===== src/rtl/tae_pkg.sv =====
package tae_pkg;

    typedef enum logic [1:0] {
        MODE_LATCH = 2'b00,
        MODE_LEVEL = 2'b01,
        MODE_CRIT  = 2'b10,
        MODE_CRITX = 2'b11
    } mode_e;

    typedef struct packed {
        logic       out_en;
        logic       win_en;
        mode_e      mode;
        logic [1:0] hyst;
    } cfg_t;

    localparam logic [1:0] ADR_CFG  = 2'd0;
    localparam logic [1:0] ADR_LOW  = 2'd1;
    localparam logic [1:0] ADR_HIGH = 2'd2;
    localparam logic [1:0] ADR_CRIT = 2'd3;

    localparam int CLR_BIT = 6;

    function automatic logic is_crit_only(mode_e m);
        return m[1];
    endfunction

endpackage


===== src/rtl/tae_regs.sv =====
module tae_regs
    import tae_pkg::*;
#(
    parameter int TW = 11
) (
    input  logic                 clk,
    input  logic                 rst_n,
    input  logic                 we,
    input  logic [1:0]           addr,
    input  logic [TW-1:0]        wdata,
    output cfg_t                 cfg,
    output logic signed [TW-1:0] lim_low,
    output logic signed [TW-1:0] lim_high,
    output logic signed [TW-1:0] lim_crit,
    output logic                 clr
);

    localparam logic signed [TW-1:0] SMIN = {1'b1, {(TW-1){1'b0}}};
    localparam logic signed [TW-1:0] SMAX = {1'b0, {(TW-1){1'b1}}};

    typedef struct packed {
        cfg_t                 cfg;
        logic signed [TW-1:0] lo;
        logic signed [TW-1:0] hi;
        logic signed [TW-1:0] cr;
    } regs_t;

    regs_t r_d, r_q;

    always_comb begin
        r_d = r_q;
        if (we) begin
            unique case (addr)
                ADR_CFG: begin
                    r_d.cfg.out_en = wdata[0];
                    r_d.cfg.win_en = wdata[1];
                    r_d.cfg.mode   = mode_e'(wdata[3:2]);
                    r_d.cfg.hyst   = wdata[5:4];
                end
                ADR_LOW:  r_d.lo = wdata;
                ADR_HIGH: r_d.hi = wdata;
                default:  r_d.cr = wdata;
            endcase
        end
    end

    always_ff @(posedge clk or negedge rst_n) begin
        if (!rst_n) begin
            r_q.cfg <= '0;
            r_q.lo  <= SMIN;
            r_q.hi  <= SMAX;
            r_q.cr  <= SMAX;
        end else begin
            r_q <= r_d;
        end
    end

    assign cfg      = r_q.cfg;
    assign lim_low  = r_q.lo;
    assign lim_high = r_q.hi;
    assign lim_crit = r_q.cr;
    assign clr      = we && (addr == ADR_CFG) && wdata[CLR_BIT];

    // a limit write is visible on the following cycle
    a_r3_limit_write: assert property (@(posedge clk) disable iff (!rst_n)
        (we && addr == ADR_CRIT) |=> (lim_crit == $past(wdata)));

endmodule


===== src/rtl/tae_limit_cmp.sv =====
module tae_limit_cmp #(
    parameter int TW    = 11,
    parameter int HW    = 5,
    parameter bit ABOVE = 1'b1
) (
    input  logic                 clk,
    input  logic                 rst_n,
    input  logic                 sample,
    input  logic                 enable,
    input  logic signed [TW-1:0] temp,
    input  logic signed [TW-1:0] limit,
    input  logic [HW-1:0]        hyst,
    output logic                 active,
    output logic                 rise
);

    localparam int EW = TW + 2;

    typedef struct packed {
        logic act;
    } cmp_t;

    cmp_t s_d, s_q;

    logic signed [EW-1:0] t_x, l_x, h_x, thr;
    logic                 hit;

    assign t_x = EW'(temp);
    assign l_x = EW'(limit);
    assign h_x = $signed({{(EW-HW){1'b0}}, hyst});

    always_comb begin
        s_d = s_q;
        if (ABOVE) begin
            thr = s_q.act ? (l_x - h_x) : l_x;
            hit = t_x > thr;
        end else begin
            thr = s_q.act ? (l_x + h_x) : l_x;
            hit = t_x < thr;
        end
        if (sample) begin
            s_d.act = enable && hit;
        end
        rise = sample && enable && hit && !s_q.act;
    end

    always_ff @(posedge clk or negedge rst_n) begin
        if (!rst_n) begin
            s_q <= '0;
        end else begin
            s_q <= s_d;
        end
    end

    assign active = s_q.act;

    // state only moves on a sample
    a_r4_hold_idle: assert property (@(posedge clk) disable iff (!rst_n)
        !sample |=> $stable(active));

    // crossing the raw limit always sets the state
    a_r4_set_on_cross: assert property (@(posedge clk) disable iff (!rst_n)
        (sample && enable && (ABOVE ? (temp > limit) : (temp < limit))) |=> active);

    // moving back past limit -/+ hysteresis releases it
    a_r5_release: assert property (@(posedge clk) disable iff (!rst_n)
        (sample && active &&
         (ABOVE ? (t_x <= l_x - h_x) : (t_x >= l_x + h_x))) |=> !active);

endmodule


===== src/rtl/tae_event_core.sv =====
module tae_event_core
    import tae_pkg::*;
(
    input  logic  clk,
    input  logic  rst_n,
    input  cfg_t  cfg,
    input  logic  clr,
    input  logic  hi_act,
    input  logic  lo_act,
    input  logic  cr_act,
    input  logic  hi_rise,
    input  logic  lo_rise,
    output logic  event_n
);

    typedef struct packed {
        logic latch;
    } core_t;

    core_t c_d, c_q;
    logic  win_rise;
    logic  ev_low;

    assign win_rise = hi_rise || lo_rise;

    always_comb begin
        c_d = c_q;
        if (clr) begin
            c_d.latch = 1'b0;
        end
        if (cfg.mode == MODE_LATCH && win_rise) begin
            c_d.latch = 1'b1;
        end
    end

    always_ff @(posedge clk or negedge rst_n) begin
        if (!rst_n) begin
            c_q <= '0;
        end else begin
            c_q <= c_d;
        end
    end

    always_comb begin
        ev_low = cr_act;
        unique case (cfg.mode)
            MODE_LATCH: ev_low = ev_low || c_q.latch;
            MODE_LEVEL: ev_low = ev_low || hi_act || lo_act;
            default:    ev_low = ev_low;
        endcase
        event_n = !(cfg.out_en && ev_low);
    end

    // the latch rises only on a fresh window entry
    a_r7_latch_needs_entry: assert property (@(posedge clk) disable iff (!rst_n)
        !win_rise |=> !$rose(c_q.latch));

    // entry beats a clear in the same cycle
    a_r8_entry_beats_clear: assert property (@(posedge clk) disable iff (!rst_n)
        (cfg.mode == MODE_LATCH && win_rise && clr) |=> c_q.latch);

    // critical state forces the line low
    a_r9_crit_forces_low: assert property (@(posedge clk) disable iff (!rst_n)
        (cfg.out_en && cr_act) |-> !event_n);

    // level mode follows window state
    a_r6_level_follows: assert property (@(posedge clk) disable iff (!rst_n)
        (cfg.out_en && cfg.mode == MODE_LEVEL && (hi_act || lo_act)) |-> !event_n);

endmodule


===== src/rtl/tae_event_ctrl.sv =====
module tae_event_ctrl
    import tae_pkg::*;
#(
    parameter int TW        = 11,
    parameter int HYST_UNIT = 6
) (
    input  logic          clk,
    input  logic          rst_n,
    input  logic          samp_valid,
    input  logic [TW-1:0] samp_temp,
    input  logic          cfg_we,
    input  logic [1:0]    cfg_addr,
    input  logic [TW-1:0] cfg_wdata,
    output logic          event_n
);

    localparam int HW    = $clog2(4 * HYST_UNIT + 1);
    localparam int NCMP  = 3;
    localparam int I_HI  = 0;
    localparam int I_LO  = 1;
    localparam int I_CR  = 2;

    cfg_t                 cfg;
    logic signed [TW-1:0] lim_low, lim_high, lim_crit;
    logic                 clr;
    logic [HW-1:0]        hyst_lsb;
    logic                 win_on;

    logic signed [TW-1:0] lim_v [NCMP];
    logic                 en_v  [NCMP];
    logic                 act_v [NCMP];
    logic                 rise_v[NCMP];

    tae_regs #(.TW(TW)) u_regs (
        .clk      (clk),
        .rst_n    (rst_n),
        .we       (cfg_we),
        .addr     (cfg_addr),
        .wdata    (cfg_wdata),
        .cfg      (cfg),
        .lim_low  (lim_low),
        .lim_high (lim_high),
        .lim_crit (lim_crit),
        .clr      (clr)
    );

    always_comb begin
        unique case (cfg.hyst)
            2'd0:    hyst_lsb = '0;
            2'd1:    hyst_lsb = HW'(HYST_UNIT);
            2'd2:    hyst_lsb = HW'(2 * HYST_UNIT);
            default: hyst_lsb = HW'(4 * HYST_UNIT);
        endcase
    end

    assign win_on     = cfg.win_en && !is_crit_only(cfg.mode);
    assign lim_v[I_HI] = lim_high;
    assign lim_v[I_LO] = lim_low;
    assign lim_v[I_CR] = lim_crit;
    assign en_v[I_HI]  = win_on;
    assign en_v[I_LO]  = win_on;
    assign en_v[I_CR]  = 1'b1;

    for (genvar gi = 0; gi < NCMP; gi++) begin : g_cmp
        tae_limit_cmp #(
            .TW    (TW),
            .HW    (HW),
            .ABOVE (gi != I_LO)
        ) u_cmp (
            .clk    (clk),
            .rst_n  (rst_n),
            .sample (samp_valid),
            .enable (en_v[gi]),
            .temp   ($signed(samp_temp)),
            .limit  (lim_v[gi]),
            .hyst   (hyst_lsb),
            .active (act_v[gi]),
            .rise   (rise_v[gi])
        );
    end

    tae_event_core u_core (
        .clk     (clk),
        .rst_n   (rst_n),
        .cfg     (cfg),
        .clr     (clr),
        .hi_act  (act_v[I_HI]),
        .lo_act  (act_v[I_LO]),
        .cr_act  (act_v[I_CR]),
        .hi_rise (rise_v[I_HI]),
        .lo_rise (rise_v[I_LO]),
        .event_n (event_n)
    );

    // writing output enable low releases the line next cycle
    a_r2_disable_releases: assert property (@(posedge clk) disable iff (!rst_n)
        (cfg_we && cfg_addr == ADR_CFG && !cfg_wdata[0]) |=> event_n);

    // in critical-only mode window states stay idle after a sample
    a_r10_window_off: assert property (@(posedge clk) disable iff (!rst_n)
        (samp_valid && is_crit_only(cfg.mode)) |=> (!act_v[I_HI] && !act_v[I_LO]));

endmodule


===== config.mk =====
export PLATFORM = sky130hd
export DESIGN_NAME = tae_event_ctrl
export DESIGN_NICKNAME = d
export VERILOG_FILES = /design/src/rtl/tae_pkg.sv /design/src/rtl/tae_regs.sv /design/src/rtl/tae_limit_cmp.sv /design/src/rtl/tae_event_core.sv /design/src/rtl/tae_event_ctrl.sv
export SDC_FILE = /design/constraint.sdc
export NUM_CORES = 1
export LEC_CHECK = 0
export ABC_AREA = 0
export BUFFER_PORTS_ARGS = -buffer_cell sky130_fd_sc_hd__buf_2
export CAP_MARGIN = 20
export CELL_PAD_IN_SITES_DETAIL_PLACEMENT = 0
export CELL_PAD_IN_SITES_GLOBAL_PLACEMENT = 1
export CORE_MARGIN = 2
export CORE_UTILIZATION = 35
export DETAILED_ROUTE_END_ITERATION = 10
export GPL_TIMING_DRIVEN = 0
export PLACE_DENSITY_LB_ADDON = 0.1
export SYNTH_ARGS = -nofsm -noshare
export SYNTH_HDL_FRONTEND = slang
export SYNTH_SLANG_ARGS = --single-unit

===== constraint.sdc =====
create_clock -name clk -period 4.6 [get_ports clk]
set_clock_uncertainty 0.2 [all_clocks]
set_input_delay 0.92 -clock clk [delete_from_list [all_inputs] [get_ports clk]]
set_output_delay 0.92 -clock clk [all_outputs]
set_load 0.01 [all_outputs]

==> results.yml <==
layout:
  n_antenna_cell: 0
  fill_cells: 991
  nNetsFinal: 455
  area_delta_synth_final_pct: 12.77
  drive_gt1_frac: 0.2926
timing:
  fmax_mhz: 231.4
  worst_slack_ps: 279.3
  setup_tns_ps: 0
  finalSetupViolCount: 0
  fin_crit_ps: 4321
  relSlewSlack: 0.3656
  finalMaxSlewViolations: 0
  fin_crit_sh: 0.9393
  rsz0062_at_grt: "false"
  finalHoldViolCount: 0
  tightest_slew_ps: 951.6
floorplan:
  die_area_sq_mm: 0.01069
  die_x_um: 103.4
  rows: 36
  core_area_sq_mm: 0.009684
  ios: 29
  fp.dieH_um: 103.4
  initial_core_util: 0.3571
place:
  dpl.hpwl_um: 7135
  place_ws_ps: 155.0
  io_buffers: 28
  gp_congestion: 0.8799
clock_network:
  post-cts-setup-buffers: 0
  cts_tree: "built"
  cts.sinks: 43
  clk_latency_ps: 300
  h-tree-depth: 2
  cts_root_buf: "clkbuf_8"
  clk_path_buf_depth: 2
  cts_buffers: 5
  clk_transition_reported_paths_ps: 90
logic_synthesis:
  yosys-top-cells-area: "ha_1 17%, dfstp_2 16%, dfrtp_1 16%, mux2_2 12%, xor2_1 3.5%"
  syn_area_per_cell_sq_um: 10.17
  post-synth-top-area-cell: "ha_1"
  synthMuxAreaShare: 0.1411
  ys_seq_elements: 43
  synth_edf_count: 0
  synth_fa_ha_area_frac: 0.1910
  yosysMostFrequentCell: "ha_1"
  synthesis.area_sq_mm: 0.003458
  yosys_warnings: 0
  synth_xor_area_frac: 0.06838
  synth-simple-area-share: 0.1404
  synth_top_family_by_area: "adder cells"
  yosysUniqueCellTypes: 49
  synth-compound-area-share: 0.1114
  synthArstFlopShare: 1.000
  netlist_top_cells_count: "48 x ha_1, 38 x mux2_2, 23 x a21oi_1, 23 x nand2_1, 22 x dfrtp_1"
  yosysSeqAreaShare: 0.3187
  synth_nets: 419
  syn_inst: 340
  synth_top_area_share: 0.1737
  synthFlopType: "dfrtp_1"
route:
  num_vias: 2577
  drt_iter0_markers: 66
  wl_per_cell_um: 17.57
  viasPerCell: 5.063
  drt-total-wl_um: 8941
  drc: 0
  ant_nets: 0
  drtPass1Iterations: 4
grt:
  grt_usage: 0.1792
  grt_max_degree: 44
  grt_pass1_vias: 2549
  antenna_found_initial: 0
  grt_pass1_wl_um: 14060
  gr-total-overflow: 0
critical_path:
  worstSetupPathType: "reg -> reg"
  arrival_ps: 4360
  worstSetupStartpointType: "flop"
  worst_setup_path_end_kind: "flop"
  cp.required_ps: 4640
  rrSetupSlack_ps: 280
  path_max_fanout: 4
flow_run:
  max_cap_violations: 0
power:
  switching_power_w: 0.0006002
  p_leak_nw: 1.631
  clockPowerShare: 0.194
  p_int_w: 0.0009638
  combPwrFrac: 0.449
  p_per_area_mw_per_mm2: 401.0
  vdd_drop_max_mv: 0.1221
  swShare: 0.3838
  pwr-share-seq: 0.357
worst_hold_path:
  hold_class: "reg -> reg"
run_status:
  status: "finished, final reports clean"
[critical path, stage by stage (launching register included)]
cell and delay (ps):
dfrtp_1 420, inv_1 90, ha_1 260, ha_1 200, inv_1 50, fa_1 400
or3b_1 180, a21oi_1 60, o21ai_1 280, nand3b_1 180, nor3_2 210, a21oi_1 110
ha_1 330, nand3_1 140, nor3_2 310, o21ai_0 220, a31oi_1 380, a221o_1 220
[path summary, 6_finish.rpt]
path	from	endpoint	depth (start not counted)
max in group asynchronous	rst_n	u_regs.lim_high[9]	2
min reg2reg	u_regs.lim_low[0]	u_regs.lim_low[0]	1
min in group asynchronous	rst_n	u_regs.lim_low[2]	1
max reg2reg	u_regs.cfg[1]	u_core.c_q	17
min	u_regs.lim_low[0]	u_regs.lim_low[0]	1
max	u_regs.cfg[1]	u_core.c_q	17
[logic make-up (layout without fill, tap and decap cells)]
logic type,after synthesis,in the layout
AO/OA/AOI/OAI,60,60
XOR/XNOR,27,27
adder cells (fa/ha/maj),51,51
buffers and inverters,26,62
flip-flops,43,43
multiplexers,44,44
AND/OR/NAND/NOR,89,89
[routing by layer]
| layer | vias up | global-route usage | wire length, um |
|---|---|---|---|
| met3 | 13 | 0.02621 | 280 |
| met4 | 0 | 0.05668 | 211 |
| met1 | 1230 | 0.2526 | 4426 |
| met2 | 38 | 0.2834 | 4023 |
| li1 | 1296 | - | - |
| met5 | - | 0 | 0 |
[stage by stage]
step	util	hold slack [ps]	std cells	instance area, sq um	total power [W]
CTS	0.3997	306.7	508	3871	0.001579
global route	0.4027	316.8	509	3900	0.001702
detailed placement	0.3888	287.7	501	3765	0.001268
finish	0.4027	302.4	509	3900	0.001564
global placement	0.3888	283.7	501	3765	0.001257
floorplan	-	271.2	340	3458	0.001066
[sequential cells by signal (all words and copies together), names as in the netlist]
| register | cells |
|---|---|
| u_regs.lim_low | 11 |
| g_cmp.u_cmp.active | 3 |
| u_regs.lim_high | 11 |
| u_regs.cfg | 6 |
| u_core.c_q | 1 |
| u_regs.lim_crit | 11 |
[placed cells by master (no fill, tap or decap), drive strengths merged, types with 3 or more instances in the layout]
cell / count
nand4: 6
nand2: 24
xnor2: 13
nand2b: 6
dfstp: 21
xor2: 14
nand3b: 8
nor2: 16
inv: 19
o21ai: 19
ha: 48
mux2i: 6
mux2: 38
fa: 3
nand3: 8
buf: 31
and3: 3
nor3: 5
dfrtp: 22
a21oi: 24
clkbuf: 10
nor3b: 4
[final cells by class]
type,count,area [sq um],area share
well taps,133,166.4,0.04267
multi-input cells,271,2265,0.5807
inverters,19,71.32,0.01829
clock inverters,2,37.54,0.009625
clock buffers,5,68.82,0.01765
flip-flops and latches,43,1102,0.2826
repair buffers,29,160.2,0.04107
plain buffers,7,28.78,0.007379
[power by group through the flow]
stage | Clock, W | Sequential (W) | Combinational [W]
2_1_floorplan | 0 | 0.000537 | 0.000529
3_3_place_gp | 0 | 0.000564 | 0.000693
3_5_place_dp | 0 | 0.000565 | 0.000704
4_1_cts | 0.000313 | 0.000558 | 0.000707
5_1_grt | 0.000328 | 0.000571 | 0.000803
6_report | 0.000303 | 0.000558 | 0.000703
[repair_timing]
action	4_1_cts	5_1_grt
setup endpoints to repair	0	2
hold buffers	0	0
gates resized for setup	0	2
Power figures use the tool's default switching activity.
